## config.mk

```make
export PLATFORM = sky130hd
export DESIGN_NAME = pump_gain_ctrl
export DESIGN_NICKNAME = d
export VERILOG_FILES = /design/src/rtl/pump_gain_pkg.sv /design/src/rtl/pump_sense_path.sv /design/src/rtl/pump_gain_fsm.sv /design/src/rtl/pump_gain_ctrl.sv
export SDC_FILE = /design/constraint.sdc
export NUM_CORES = 1
export LEC_CHECK = 0
export CORE_ASPECT_RATIO = 0.6
export CORE_MARGIN = 2
export CORE_UTILIZATION = 51
export DETAILED_ROUTE_END_ITERATION = 6
export GPL_TIMING_DRIVEN = 0
export PLACE_DENSITY = 0.84
export SLEW_MARGIN = 25
export SYNTH_ARGS = -nofsm -noshare
export SYNTH_HDL_FRONTEND = slang
export SYNTH_HIERARCHICAL = 1
export SYNTH_SLANG_ARGS = --single-unit
```

## constraint.sdc

```tcl
create_clock -name clk -period 3.8 [get_ports clk]
set_input_delay 0.38 -clock clk [delete_from_list [all_inputs] [get_ports clk]]
set_output_delay 0.38 -clock clk [all_outputs]
set_load 0.01 [all_outputs]
```

## src/rtl/pump_gain_pkg.sv

```systemverilog
package pump_gain_pkg;

  typedef enum logic [1:0] {
    ST_OFF   = 2'd0,
    ST_PASS  = 2'd1,
    ST_BOOST = 2'd2
  } gainState_t;

  // Strobes from the mode control to the hold counter in the sense path.
  typedef struct packed {
    logic cntClr;
    logic cntInc;
  } holdCtl_t;

endpackage

```

## src/rtl/pump_sense_path.sv

```systemverilog
module pump_sense_path
  import pump_gain_pkg::*;
#(
  parameter int NUM_A  = 5,
  parameter int NUM_B  = 3,
  parameter int HOLD_W = 8
) (
  input  logic              clk,
  input  logic              rstN,
  input  logic [NUM_A-1:0]  senseLowA,
  input  logic [NUM_B-1:0]  senseLowB,
  input  logic              enBankA,
  input  logic              enBankB,
  input  logic              enSenseLastA,
  input  logic              enLastB,
  input  logic [HOLD_W-1:0] holdCount,
  input  holdCtl_t          holdCtl,
  output logic              anyLow,
  output logic              holdDone
);

  localparam int NUM_PINS = NUM_A + NUM_B;

  logic [NUM_PINS-1:0] rawFlags;
  logic [NUM_PINS-1:0] metaStage;
  logic [NUM_PINS-1:0] syncStage;
  logic [NUM_PINS-1:0] prevStage;
  logic [NUM_PINS-1:0] qualified;
  logic [NUM_PINS-1:0] pinMask;
  logic [HOLD_W-1:0]   holdCnt;
  logic [HOLD_W:0]     cntPlusOne;

  assign rawFlags = {senseLowB, senseLowA};

  // Two-stage synchronizer followed by a one-clock history stage.
  always_ff @(posedge clk or negedge rstN) begin
    if (!rstN) begin
      metaStage <= '0;
      syncStage <= '0;
      prevStage <= '0;
    end else begin
      metaStage <= rawFlags;
      syncStage <= metaStage;
      prevStage <= syncStage;
    end
  end

  // A flag counts only after two consecutive synchronized highs.
  assign qualified = syncStage & prevStage;

  // Per-pin participation mask: only pins of enabled banks, and the
  // last pin of each bank only when its own sense enable is set.
  generate
    for (genvar gi = 0; gi < NUM_A; gi++) begin : g_maskA
      if (gi == NUM_A - 1) begin : g_last
        assign pinMask[gi] = enBankA & enSenseLastA;
      end else begin : g_plain
        assign pinMask[gi] = enBankA;
      end
    end
    for (genvar gj = 0; gj < NUM_B; gj++) begin : g_maskB
      if (gj == NUM_B - 1) begin : g_last
        assign pinMask[NUM_A+gj] = enBankB & enLastB;
      end else begin : g_plain
        assign pinMask[NUM_A+gj] = enBankB;
      end
    end
  endgenerate

  // Worst-case pin decides: any qualified, masked flag.
  assign anyLow = |(qualified & pinMask);

  // Hold counter for the return to 1x.
  always_ff @(posedge clk or negedge rstN) begin
    if (!rstN) begin
      holdCnt <= '0;
    end else if (holdCtl.cntClr) begin
      holdCnt <= '0;
    end else if (holdCtl.cntInc) begin
      holdCnt <= holdCnt + 1'b1;
    end
  end

  assign cntPlusOne = {1'b0, holdCnt} + {{HOLD_W{1'b0}}, 1'b1};
  assign holdDone   = cntPlusOne >= {1'b0, holdCount};

  // a qualified flag must have been seen by the first stage on the
  // two preceding clocks.
  generate
    for (genvar gk = 0; gk < NUM_PINS; gk++) begin : g_chk
      p_qual_history_r4: assert property (@(posedge clk) disable iff (!rstN)
        qualified[gk] |-> ($past(metaStage[gk]) && $past(metaStage[gk], 2)));
    end
  endgenerate

  // clear and count are never requested together.
  p_hold_strobes_r8: assert property (@(posedge clk) disable iff (!rstN)
    !(holdCtl.cntClr && holdCtl.cntInc));

endmodule

```

## src/rtl/pump_gain_fsm.sv

```systemverilog
module pump_gain_fsm
  import pump_gain_pkg::*;
(
  input  logic     clk,
  input  logic     rstN,
  input  logic     enBankA,
  input  logic     enBankB,
  input  logic     enBankC,
  input  logic     thermalTrip,
  input  logic     anyLow,
  input  logic     holdDone,
  output holdCtl_t holdCtl,
  output logic     gainBoost,
  output logic     pumpOn
);

  gainState_t state;
  gainState_t nextState;
  logic       anyEnable;

  assign anyEnable = enBankA | enBankB | enBankC;

  always_comb begin
    nextState      = state;
    holdCtl.cntClr = 1'b1;
    holdCtl.cntInc = 1'b0;
    if (thermalTrip || !anyEnable) begin
      nextState = ST_OFF;
    end else begin
      unique case (state)
        ST_OFF:  nextState = ST_PASS;
        ST_PASS: if (anyLow) nextState = ST_BOOST;
        ST_BOOST: begin
          if (!anyLow) begin
            if (holdDone) begin
              nextState = ST_PASS;
            end else begin
              holdCtl.cntClr = 1'b0;
              holdCtl.cntInc = 1'b1;
            end
          end
        end
        default: nextState = ST_OFF;
      endcase
    end
  end

  always_ff @(posedge clk or negedge rstN) begin
    if (!rstN) state <= ST_OFF;
    else       state <= nextState;
  end

  assign gainBoost = (state == ST_BOOST);
  assign pumpOn    = (state != ST_OFF);

  // a thermal trip stops the pump and drops the gain on the next clock.
  p_thermal_off_r9: assert property (@(posedge clk) disable iff (!rstN)
    thermalTrip |=> (!pumpOn && !gainBoost));

  // all banks off shuts the pump down on the next clock.
  p_shutdown_r2: assert property (@(posedge clk) disable iff (!rstN)
    !anyEnable |=> !pumpOn);

  // pass mode never moves to boost without a qualified flag.
  p_boost_cause_r3: assert property (@(posedge clk) disable iff (!rstN)
    (state == ST_PASS && !anyLow) |=> !gainBoost);

  // a qualified flag in boost mode keeps boost mode.
  p_hold_keep_r8: assert property (@(posedge clk) disable iff (!rstN)
    (gainBoost && anyLow && anyEnable && !thermalTrip) |=> gainBoost);

endmodule

```

## src/rtl/pump_gain_ctrl.sv

```systemverilog
module pump_gain_ctrl
  import pump_gain_pkg::*;
#(
  parameter int NUM_A  = 5,
  parameter int NUM_B  = 3,
  parameter int HOLD_W = 8
) (
  input  logic              clk,
  input  logic              rstN,
  input  logic [NUM_A-1:0]  senseLowA,
  input  logic [NUM_B-1:0]  senseLowB,
  input  logic              enBankA,
  input  logic              enBankB,
  input  logic              enBankC,
  input  logic              enSenseLastA,
  input  logic              enLastB,
  input  logic [HOLD_W-1:0] holdCount,
  input  logic              thermalTrip,
  output logic              gainBoost,
  output logic              pumpOn,
  output logic              driveLastB
);

  holdCtl_t holdCtl;
  logic     anyLow;
  logic     holdDone;

  pump_sense_path #(
    .NUM_A (NUM_A),
    .NUM_B (NUM_B),
    .HOLD_W(HOLD_W)
  ) u_path (
    .clk         (clk),
    .rstN        (rstN),
    .senseLowA   (senseLowA),
    .senseLowB   (senseLowB),
    .enBankA     (enBankA),
    .enBankB     (enBankB),
    .enSenseLastA(enSenseLastA),
    .enLastB     (enLastB),
    .holdCount   (holdCount),
    .holdCtl     (holdCtl),
    .anyLow      (anyLow),
    .holdDone    (holdDone)
  );

  pump_gain_fsm u_fsm (
    .clk        (clk),
    .rstN       (rstN),
    .enBankA    (enBankA),
    .enBankB    (enBankB),
    .enBankC    (enBankC),
    .thermalTrip(thermalTrip),
    .anyLow     (anyLow),
    .holdDone   (holdDone),
    .holdCtl    (holdCtl),
    .gainBoost  (gainBoost),
    .pumpOn     (pumpOn)
  );

  // The switchable sink's driver follows its bank and its own enable.
  assign driveLastB = enBankB & enLastB;

endmodule

```

==> out/qor.csv, run 1 <==
stage,metric,value,unit
die,start_util,0.5594,
synthesis,yosys-top-cells-count,"dfrtp_1, nor2_1, ha_1",
synthesis,synthAdderAreaFrac,0.07712,
sta,grt_setup_unrepaired,no,
placed_design,gp_congestion,0.8081,
layout,multi_input_area,571.8,sq um
synthesis,synthSimpleGateAreaFrac,0.1705,
die,dieArea,3321,sq um
global_routing,antenna_found_initial,0,
synthesis,netlist_instances,125,
worst_setup_path,required,4010,ps
routing,wire_per_inst,14.26,microns
layout,area_delta_synth_final,30.08,%
synthesis,yosysMostFrequentCell,dfrtp_1,
flow_run,cap_violations,0,
clocking,post_cts_buffers,0,
clocking,root_buffer,clkbuf_8,
global_routing,grt_pass1_wl,4636,microns
worst_setup_path,worst_r2r_endpoint,u_path/holdCnt[6]$_DFFE_PN0P_,
routing,drt_first_pass_iters,4,
clocking,postCtsHoldBufs,0,
sta,fin_crit,3481,ps
clocking,numCtsBuffers,5,
synthesis,synth.area.top_cells,"dfrtp_1, ha_1, xnor2_1, xor2_1, nor2_1",
global_routing,grt_max_degree,35,
layout,nets,191,
global_routing,gr-usage-all-layers,0.1983,
die,die_height,45.45,microns
synthesis,synth_top_family_by_area,simple AND/OR/NAND/NOR gates,
sta,setup_viol,0,
sta,drv_slew,0,
synthesis,synth_fp_nets,158,
pwr,ir_drop,0.0004299,V
routing,drt-initial-drc-count,72,
worst_setup_path,r2r_start,u_path/holdCnt[0]$_DFFE_PN0P_,
synthesis,synth-compound-area-share,0.06084,
sta,final.setup.tns,0,ps
worst_setup_path,crit_family,simple AND/OR/NAND/NOR gates,
worst_setup_path,cpMaxStageDelayCell,dfrtp_1,
outcome,status,finished clean,
layout,regArea,850.8,sq um
worst_hold_path,hp-class,primary input to async pin,
layout,antenna_cells,0,
synthesis,synth_area_leader_cell,dfrtp_1,
layout,finalInstanceArea,1899,sq um
synthesis,synthXorXnorAreaFrac,0.07198,
layout,final_cells,191,
worst_setup_path,rrSetupSlack,320,ps
synthesis,yosys_warnings,6,
worst_setup_path,critPathMaxStageDelay,440,ps
synthesis,synth_mux_area_frac,0.006855,
worst_setup_path,cp_max_fo,6,
die,core,2610,sq um
die,boundaryPins,27,
routing,dr_total_vias,1020,
worst_setup_path,reg2reg_depth,15,
placed_design,place_inst,183,
sta,max_freq,287.3,MHz
sta,hold_viol,0,
die,die_x,73.08,microns
pwr,leakage,0.8666,nW
clocking,clockBufferDepth,2,
worst_setup_path,cp-endpoint,u_path/holdCnt[6]$_DFFE_PN0P_,
synthesis,synthesis.area,1460,sq um
worst_setup_path,critPathBufInv,1,
layout,drive_gt1_frac,0.1258,
synthesis,yosysSeqAreaShare,0.5827,
routing,drc_errors,0,
synthesis,synth_seq_cells,34,
worst_setup_path,worst-setup-path-type,flip-flop to flip-flop,
worst_setup_path,arrival,3690,ps
global_routing,overflow,0,
layout,finish.utilization,0.7277,
synthesis,synth_area_per_cell,11.68,sq um
synthesis,synth_flop_cell,dfrtp_1,
clocking,cts_tree,done,
sta,fin_skew,6.815,ps
layout,fillers,166,
routing,viasPerCell,5.340,
synthesis,synth-async-reset-ratio,1.000,
placed_design,place_hpwl,2005,microns
sta,slew_headroom,0.5328,
worst_setup_path,cp_cell_sequence,ha_2 -> nand3_1 -> nor2_1 -> xor2_1 -> ha_1 -> a21oi_1 -> nand2_1 -> a221oi_1 -> o21ai_2 -> nor2_1 -> and3_1 -> buf_2 -> nand4_1 -> or3_1 -> a21oi_1,
clocking,cts_resized,0,
worst_setup_path,crit_cells,15,
synthesis,synth_edf_count,0,
worst_setup_path,crit_start,u_path/holdCnt[0]$_DFFE_PN0P_,
clocking,cts_max_level,2,
worst_setup_path,cp-end-kind,flip-flop,
routing,drt-total-wl,2724,microns
sta,fin_crit_sh,0.9160,
placed_design,numPortBuffers,26,
die,rows,14,
routing,detail-route-antenna-nets,0,
clocking,clk-insertion-delay-late,290,ps
placed_design,placed_area,1755,sq um
synthesis,synth_top_area_frac,0.5827,
clocking,clkTransAtPathRegs,70,ps
global_routing,grt_pass1_vias,989,
sta,worstMarginPinSlew,700.7,ps
clocking,clock-sinks,34,
synthesis,synthDistinctLibCells,30,
pwr,power_density,442.1,nW/um^2
worst_setup_path,startpoint_type,flip-flop,
-- state kept, by name (all words and copies together), names as in the netlist --
| name | flops |
|---|---|
| u_path/holdCnt | 8 |
| u_path/metaStage | 8 |
| u_path/prevStage | 8 |
| u_path/syncStage | 8 |
| u_fsm/state | 2 |
-- worst reg2reg max path, stage by stage (launching register included) --
cell and delay, ps:
dfrtp_1 440, ha_2 250, nand3_1 160, nor2_1 190, xor2_1 170, ha_1 260
a21oi_1 140, nand2_1 70, a221oi_1 330, o21ai_2 140, nor2_1 170, and3_1 200
buf_2 190, nand4_1 200, or3_1 360, a21oi_1 150
-- power by group --
part	internal (mW)	total (mW)	switching, mW
logic	0.0372	0.0634	0.0262
clock network	0.263	0.393	0.130
registers	0.377	0.384	0.00677
total	0.677	0.840	0.163
-- layout make-up --
class | count | area share
timing repair buffer | 26 | 0.1344
tap | 32 | 0.02108
multi-input combinational | 80 | 0.3011
sequential | 34 | 0.4480
inverter | 8 | 0.01581
clock inverter | 3 | 0.03623
buffer | 3 | 0.007246
clock buffer | 5 | 0.03623
-- cells by family (layout without fill, tap and decap cells) --
logic type / after synthesis / after routing
buffers and inverters: 11 / 45
multiplexers: 1 / 1
XOR/XNOR: 12 / 12
flip-flops: 34 / 34
adder cells (fa/ha/maj): 9 / 9
AND/OR/NAND/NOR: 44 / 44
AO/OA/AOI/OAI: 14 / 14
-- worst min-delay path by stage --
stage                                        startpoint                            end  slack [ps]  cells after the start
final                                              rstN  u_path/metaStage[6]$_DFF_PN0_         130                      1
after global routing                               rstN  u_path/holdCnt[0]$_DFFE_PN0P_         200                      1
after CTS                                          rstN  u_path/metaStage[0]$_DFF_PN0_         150                      1
after detailed placement  u_path/metaStage[4]$_DFF_PN0_  u_path/syncStage[4]$_DFF_PN0_         340                      0
after global placement    u_path/metaStage[1]$_DFF_PN0_  u_path/syncStage[1]$_DFF_PN0_         330                      0
after floorplan                                    rstN     u_fsm/state[0]$_DFFE_PN0P_          80                      0
-- layer usage --
| layer | GRT usage | up-vias | routed length, microns |
|---|---|---|---|
| li1 | - | 493 | - |
| met1 | 0.2566 | 477 | 1235 |
| met2 | 0.3099 | 40 | 1271 |
| met3 | 0.06195 | 10 | 159 |
| met4 | 0.09630 | 0 | 58 |
| met5 | 0 | - | 0 |
-- per-stage QoR --
step	hold slack, ps	power (mW)	setup slack, ps
final	131.1	0.8397	319.3
after global routing	197.9	0.8763	36.26
after CTS	145.4	0.8496	202.2
after detailed placement	336.4	0.4530	296.4
after global placement	333.8	0.4506	445.3
after floorplan	84.41	0.4105	778.5
-- layout by cell type, fill, tap and decap left out, types with 2 or more instances in the layout --
master	n
inv_1	8
nand4_1	3
clkbuf_8	5
nor2_1	13
a21oi_1	3
nand2_1	6
and3_1	3
ha_1	8
a22oi_1	3
buf_2	2
bufinv_16	2
clkdlybuf4s50_1	25
dfrtp_1	34
o21ai_0	4
xor2_1	6
nor3_2	3
nand3_1	7
xnor2_1	6
No activity file was read; power rests on OpenSTA's default activity.
==> run 2: changes to the inputs <==
- ABC_AREA: default -> 1
==> run 2 against run 1 <==
Net effect: fmax up 25%; final cell count up 23%; first-iteration DRC count is 5.6% higher; wire length is 18% higher; flip-flop and latch count unchanged; synthesized cell count rose by 26%; via count rose by 12%; die area increased by 4.7%; non-clock buffer count shrank 3; combinational power is 12% higher; clock skew increased by 3.6 ps; clock power shrank 17%.
==> out/qor.csv, run 2 <==
stage,metric,value,unit,change
outcome,status,finished clean,,
layout,fillers,210,,+27%
worst_setup_path,arrival,2980,ps,-710 ps
placed_design,numPortBuffers,26,,unchanged
die,die_height,46.48,microns,+2.3%
worst_setup_path,r2r_start,u_path/holdCnt[0]$_DFFE_PN0P_,,
die,boundaryPins,27,,unchanged
global_routing,gr-usage-all-layers,0.2191,,+0.02075
worst_setup_path,cp_common_cell,nand2_1,,
die,dieArea,3477,sq um,+4.7%
pwr,netSwitchingPower,0.1726,mW,+5.8%
placed_design,gp_congestion,0.7538,,-6.7%
layout,nets,224,,+17%
clocking,clockBufferDepth,2,,unchanged
sta,setup_viol,0,,unchanged
routing,drt-total-wl,3221,microns,+18%
synthesis,synth_edf_count,0,,unchanged
sta,worst_slack,1014,ps,+694.6 ps
sta,hold_viol,0,,unchanged
worst_setup_path,worst-setup-path-type,flip-flop to flip-flop,,
global_routing,grt_pass1_wl,5133,microns,+11%
synthesis,synthDistinctLibCells,22,,-27%
synthesis,synth_seq_cells,34,,unchanged
routing,drc_errors,0,,unchanged
clocking,post_cts_buffers,0,,unchanged
routing,drt-initial-drc-count,76,,+5.6%
clocking,root_buffer,clkbuf_8,,
global_routing,overflow,0,,unchanged
synthesis,synth-async-reset-ratio,1.000,,unchanged
sta,max_freq,358.9,MHz,+25%
sta,grt_setup_unrepaired,no,,
pwr,p_clk_frac,0.415,,-0.053
pwr,ir_drop,0.0002641,V,-39%
synthesis,synthesis.area,1534,sq um,+5.1%
clocking,clock-sinks,34,,unchanged
sta,worstMarginPinSlew,735.8,ps,+35.09 ps
synthesis,yosysSeqAreaShare,0.5546,,-0.02804
sta,final.setup.tns,0,ps,unchanged
clocking,clkTransAtPathRegs,70,ps,about the same
synthesis,synth_area_leader_cell,dfrtp_1,,
routing,drt_first_pass_iters,4,,unchanged
routing,detail-route-antenna-nets,0,,unchanged
clocking,cts_tree,done,,
worst_setup_path,cpMaxStageDelayCell,dfrtp_1,,
placed_design,pre_cts_ws,1036,ps,+739.6 ps
worst_setup_path,worst_r2r_endpoint,u_path/holdCnt[5]$_DFFE_PN0P_,,
clocking,cts_resized,0,,unchanged
layout,finalInstanceArea,1948,sq um,+2.6%
die,rows,15,,+1
layout,multi_input_area,563.0,sq um,-1.5%
synthesis,synth_fp_nets,191,,+21%
synthesis,netlist_instances,158,,+26%
sta,fin_skew,10.46,ps,+3.648 ps
layout,drive_gt1_frac,0.09896,,-0.02683
placed_design,place_hpwl,2462,microns,+23%
worst_setup_path,required,4000,ps,about the same
synthesis,synth_flop_cell,dfrtp_1,,
global_routing,grt_pass1_vias,1088,,+10%
die,die_x,74.80,microns,+2.4%
sta,fin_crit,2786,ps,-694.6 ps
synthesis,yosys-top-cells-count,"nand2_1, dfrtp_1, inv_1",,
synthesis,yosysMostFrequentCell,nand2_1,,
worst_setup_path,startpoint_type,flip-flop,,
clocking,postCtsHoldBufs,0,,unchanged
worst_setup_path,reg2reg_depth,18,,+3
worst_setup_path,rrSetupSlack,1010,ps,+690 ps
placed_design,placed_area,1842,sq um,+4.9%
layout,antenna_cells,0,,unchanged
layout,layout_common_cells,"nand2_1, dfrtp_1, inv_1",,
pwr,pwr-share-comb,0.091,,+0.016
pwr,leakage,1.008,nW,+16%
worst_setup_path,critPathMaxStageDelay,440,ps,about the same
global_routing,antenna_found_initial,0,,unchanged
synthesis,yosys_warnings,6,,unchanged
global_routing,grt_max_degree,35,,unchanged
pwr,power_density,401.8,nW/um^2,-9.1%
clocking,cts_max_level,2,,unchanged
layout,finish.utilization,0.6784,,-0.04928
sta,holdWs,150.2,ps,+19.06 ps
synthesis,synth_top_area_frac,0.5546,,-0.02804
pwr,p_sw_frac,0.2205,,+0.02631
worst_setup_path,cp_max_fo,5,,-1
layout,area_delta_synth_final,27.00,%,
pwr,p_seq_frac,0.494,,+0.037
die,core,2872,sq um,+10%
sta,fin_crit_sh,0.7332,,-0.1828
routing,viasPerCell,4.880,,-8.6%
sta,drv_slew,0,,unchanged
die,start_util,0.5342,,-0.02524
routing,dr_total_vias,1142,,+12%
routing,wire_per_inst,13.76,microns,-3.5%
synthesis,synth_area_per_cell,9.709,sq um,-17%
worst_hold_path,hp-class,primary input to async pin,,
sta,slew_headroom,0.5094,,-0.02339
worst_setup_path,cp_cell_sequence,ha_1 -> nand3_2 -> xor2_1 -> inv_1 -> ha_1 -> nand2_1 -> inv_1 -> nand2_1 -> nand3_1 -> nand2_1 -> nand2_1 -> nand2_1 -> nand2_1 -> nor3_4 -> inv_2 -> inv_1 -> nand2_1 -> o21ai_0,,
clocking,numCtsBuffers,5,,unchanged
layout,mostFrequentLayoutCell,nand2_1,,
pwr,power.internal,0.6101,mW,-9.8%
synthesis,synth.area.top_cells,"dfrtp_1, nand2_1, ha_1, inv_1, nand3_1",,
layout,regArea,850.8,sq um,unchanged
worst_setup_path,cp-end-kind,flip-flop,,
flow_run,cap_violations,0,,unchanged
clocking,clk-insertion-delay-late,290,ps,about the same
run 2: cell count changes after synthesis, sizes merged, moves of 3 or more:
cell / before / now
and3: 3 / 0
nand2: 6 / 37
inv: 8 / 32
nor3: 4 / 1
xnor2: 6 / 0
a22oi: 3 / 0
nand3: 8 / 13
run 2: logic make-up after synthesis:
family | after synthesis | synth area share
flops | 34 | 0.5547
compound gates | 12 | 0.04160
simple gates | 67 | 0.2292
buf+inv | 32 | 0.07831
fa+ha+maj | 9 | 0.07341
xor+xnor | 4 | 0.02284
run 2: stage by stage:
step	power, mW	cells
after detailed placement	0.4647	226
final	0.7827	234
after global placement	0.4588	226
after floorplan	0.4176	158
after global routing	0.8190	234
after CTS	0.7909	234
run 2: layout make-up:
class,count,share of cell area
Tap cell,42,0.02697
Sequential cell,34,0.4367
Clock inverter,1,0.01541
Inverter,32,0.06166
Clock buffer,7,0.03918
Multi-Input combinational cell,92,0.2890
Timing Repair Buffer,26,0.1310
run 2: critical path: cells and delay by family, from the launching register on:
kind | cells | cell delay, ps
flops | 1 | 440
buf+inv | 4 | 300
compound gates | 1 | 230
fa+ha+maj | 2 | 560
xor+xnor | 1 | 180
simple gates | 10 | 980
run 2: power by group through the flow:
stage	sequential (mW)	combinational [mW]	clock [mW]
floorplan	0.390	0.0275	0
global placement	0.391	0.0676	0
detailed placement	0.393	0.0716	0
CTS	0.387	0.0719	0.332
global route	0.388	0.0794	0.352
finish	0.387	0.0711	0.325
run 2: worst max path at each step:
stage | start | to
after global placement | u_path/holdCnt[0]$_DFFE_PN0P_ | u_path/holdCnt[5]$_DFFE_PN0P_
final | u_path/holdCnt[0]$_DFFE_PN0P_ | u_path/holdCnt[5]$_DFFE_PN0P_
after detailed placement | u_path/holdCnt[0]$_DFFE_PN0P_ | u_path/holdCnt[5]$_DFFE_PN0P_
after CTS | u_path/holdCnt[0]$_DFFE_PN0P_ | u_path/holdCnt[4]$_DFFE_PN0P_
after floorplan | u_path/holdCnt[0]$_DFFE_PN0P_ | u_path/holdCnt[4]$_DFFE_PN0P_
after global routing | u_path/holdCnt[0]$_DFFE_PN0P_ | u_path/holdCnt[5]$_DFFE_PN0P_
run 2: routing by layer:
| layer | up-vias | track usage | routed length (microns) |
|---|---|---|---|
| li1 | 553 | - | - |
| met3 | 9 | 0.06127 | 125 |
| met5 | - | 0 | 0 |
| met4 | 0 | 0.1250 | 55 |
| met2 | 30 | 0.3575 | 1650 |
| met1 | 550 | 0.2669 | 1390 |
==> run 3: changes to the inputs <==
- clock period: 3.8 -> 2.9 ns (I/O delays scaled with it)
==> run 3 against run 2 <==
Net effect: final cell count unchanged; count of clock-buffer cells in the layout did not move; largest cell class unchanged; final area up 0.19%; highest routed layer unchanged.
==> out/qor.csv, run 3 (synthesis results as in run 2) <==
stage,metric,value,unit,change
flow_run,cap_violations,0,,unchanged
global_routing,grt_max_degree,35,,unchanged
clocking,postCtsHoldBufs,0,,unchanged
die,core,2872,sq um,unchanged
pwr,power_density,525.3,nW/um^2,+31%
global_routing,overflow,0,,unchanged
layout,finish.utilization,0.6797,,+0.001308
clocking,clockBufferDepth,2,,unchanged
worst_setup_path,rrSetupSlack,270,ps,-740 ps
clocking,post_cts_buffers,0,,unchanged
worst_setup_path,r2r_start,u_path/holdCnt[0]$_DFFE_PN0P_,,
clocking,cts_tree,done,,
sta,drv_slew,0,,unchanged
clocking,cts_resized,0,,unchanged
placed_design,placed_area,1842,sq um,unchanged
sta,fin_crit_sh,0.9069,,+0.1737
die,dieArea,3477,sq um,unchanged
routing,viasPerCell,4.880,,unchanged
sta,hold_viol,0,,unchanged
pwr,ir_drop,0.0003450,V,+31%
worst_setup_path,worst-setup-path-type,flip-flop to flip-flop,,
pwr,power.internal,0.7996,mW,+31%
layout,area_delta_synth_final,27.24,%,
die,start_util,0.5342,,unchanged
placed_design,place_inst,226,,unchanged
sta,grt_setup_unrepaired,no,,
clocking,cts_max_level,2,,unchanged
routing,detail-route-antenna-nets,0,,unchanged
sta,worstMarginPinSlew,737.3,ps,+1.453 ps
sta,slew_headroom,0.5085,,-0.0009690
layout,mostFrequentLayoutCell,nand2_1,,
routing,drt-initial-drc-count,92,,+21%
die,die_height,46.48,microns,unchanged
layout,finalInstanceArea,1952,sq um,+0.19%
global_routing,gr-usage-all-layers,0.2191,,unchanged
sta,setup_viol,0,,unchanged
routing,drt-total-wl,3181,microns,-1.2%
sta,fin_skew,9.435,ps,-1.028 ps
pwr,leakage,1.006,nW,-0.20%
pwr,p_clk_frac,0.415,,about the same
clocking,root_buffer,clkbuf_8,,
routing,drc_errors,0,,unchanged
die,boundaryPins,27,,unchanged
pwr,netSwitchingPower,0.2257,mW,+31%
pwr,p_seq_frac,0.494,,about the same
placed_design,numPortBuffers,26,,unchanged
worst_hold_path,hp-class,primary input to async pin,,
die,rows,15,,unchanged
outcome,status,finished clean,,
worst_setup_path,cp-end-kind,flip-flop,,
routing,wire_per_inst,13.59,microns,-1.2%
worst_setup_path,reg2reg_depth,18,,unchanged
global_routing,grt_pass1_vias,1088,,unchanged
sta,max_freq,380.2,MHz,+5.9%
worst_setup_path,startpoint_type,flip-flop,,
pwr,p_sw_frac,0.2201,,-0.0004236
worst_setup_path,worst_r2r_endpoint,u_path/holdCnt[4]$_DFFE_PN0P_,,
worst_setup_path,required,3120,ps,-880 ps
clocking,clock-sinks,34,,unchanged
routing,drt_first_pass_iters,5,,+1
layout,final_cells,234,,unchanged
worst_setup_path,arrival,2850,ps,-130 ps
clocking,numCtsBuffers,5,,unchanged
layout,nets,224,,unchanged
pwr,pwr-share-comb,0.091,,about the same
layout,layout_common_cells,"nand2_1, dfrtp_1, inv_1",,
global_routing,antenna_found_initial,0,,unchanged
placed_design,place_hpwl,2462,microns,unchanged
sta,fin_crit,2630,ps,-156.1 ps
clocking,clkTransAtPathRegs,70,ps,about the same
layout,drive_gt1_frac,0.1198,,+0.02083
layout,antenna_cells,0,,unchanged
global_routing,grt_pass1_wl,5133,microns,unchanged
placed_design,gp_congestion,0.7538,,unchanged
worst_setup_path,cp_max_fo,6,,+1
sta,final.setup.tns,0,ps,unchanged
die,die_x,74.80,microns,unchanged
clocking,clk-insertion-delay-late,290,ps,about the same
routing,dr_total_vias,1142,,unchanged
==> run 3: cell count changes in the layout (fill, tap and decap cells not counted) <==
cell / previous run / this run
dfrtp_2: 0 / 1
o21ai_0: 3 / 2
inv_1: 30 / 28
o21ai_1: 2 / 3
nand2_1: 36 / 35
nand2_2: 1 / 2
dfrtp_1: 34 / 33
inv_2: 2 / 4
==> run 3: through the flow <==
stage	power, mW	hold slack (ps)	setup WS, ps
4_1_cts	1.036	74.75	120.6
3_3_place_gp	0.6011	332.9	229.6
2_1_floorplan	0.5472	-5.591	490.8
6_report	1.025	62.29	270.0
5_1_grt	1.074	109.5	10.57
3_5_place_dp	0.6089	335.5	136.0
==> run 3: final cells by class <==
cell class | instances | area (sq um)
clock buffer | 7 | 76.32
clock inverter | 1 | 30.03
fill | 207 | 919.6
inverter | 32 | 120.1
multi-input combinational | 92 | 565.5
sequential | 34 | 852.1
tap | 42 | 52.55
timing repair buffer | 26 | 255.2
==> run 3: how the worst max path moves through the flow <==
stage                                              from                            end  slack (ps)  cells past startpoint
final                     u_path/holdCnt[0]$_DFFE_PN0P_  u_path/holdCnt[4]$_DFFE_PN0P_         270                     18
after global placement    u_path/holdCnt[0]$_DFFE_PN0P_  u_path/holdCnt[5]$_DFFE_PN0P_         230                     18
after floorplan           u_path/holdCnt[0]$_DFFE_PN0P_  u_path/holdCnt[4]$_DFFE_PN0P_         490                     18
after global routing      u_path/holdCnt[0]$_DFFE_PN0P_  u_path/holdCnt[4]$_DFFE_PN0P_          10                     18
after detailed placement  u_path/holdCnt[0]$_DFFE_PN0P_  u_path/holdCnt[5]$_DFFE_PN0P_         140                     18
after CTS                 u_path/holdCnt[0]$_DFFE_PN0P_  u_path/holdCnt[4]$_DFFE_PN0P_         120                     18
==> run 3: critical path, cell delays in order, from the launching register on <==
cell and delay, ps:
dfrtp_2 440, ha_1 250, nand3_2 110, xor2_1 180, inv_1 60, ha_1 290, nand2_1 100, inv_1 40
nand2_1 60, nand3_1 80, nand2_1 60, nand2_1 50, nand2_1 50, nand2_1 100, nor3_4 170, inv_2 120
nor2_8 150, inv_1 90, o21ai_1 140
==> run 3: metal layers <==
| layer | track usage | share of wire |
|---|---|---|
| met2 | 0.3575 | 0.51 |
| met1 | 0.2669 | 0.43 |
| met5 | 0 | 0 |
| met3 | 0.06127 | 0.042 |
| met4 | 0.1250 | 0.020 |
==> run 3: power groups by stage <==
stage | Sequential, mW | Combinational [mW] | Clock, mW
finish | 0.507 | 0.0935 | 0.425
global route | 0.508 | 0.104 | 0.461
CTS | 0.507 | 0.0942 | 0.436
detailed placement | 0.515 | 0.0938 | 0
global placement | 0.513 | 0.0885 | 0
floorplan | 0.511 | 0.0360 | 0
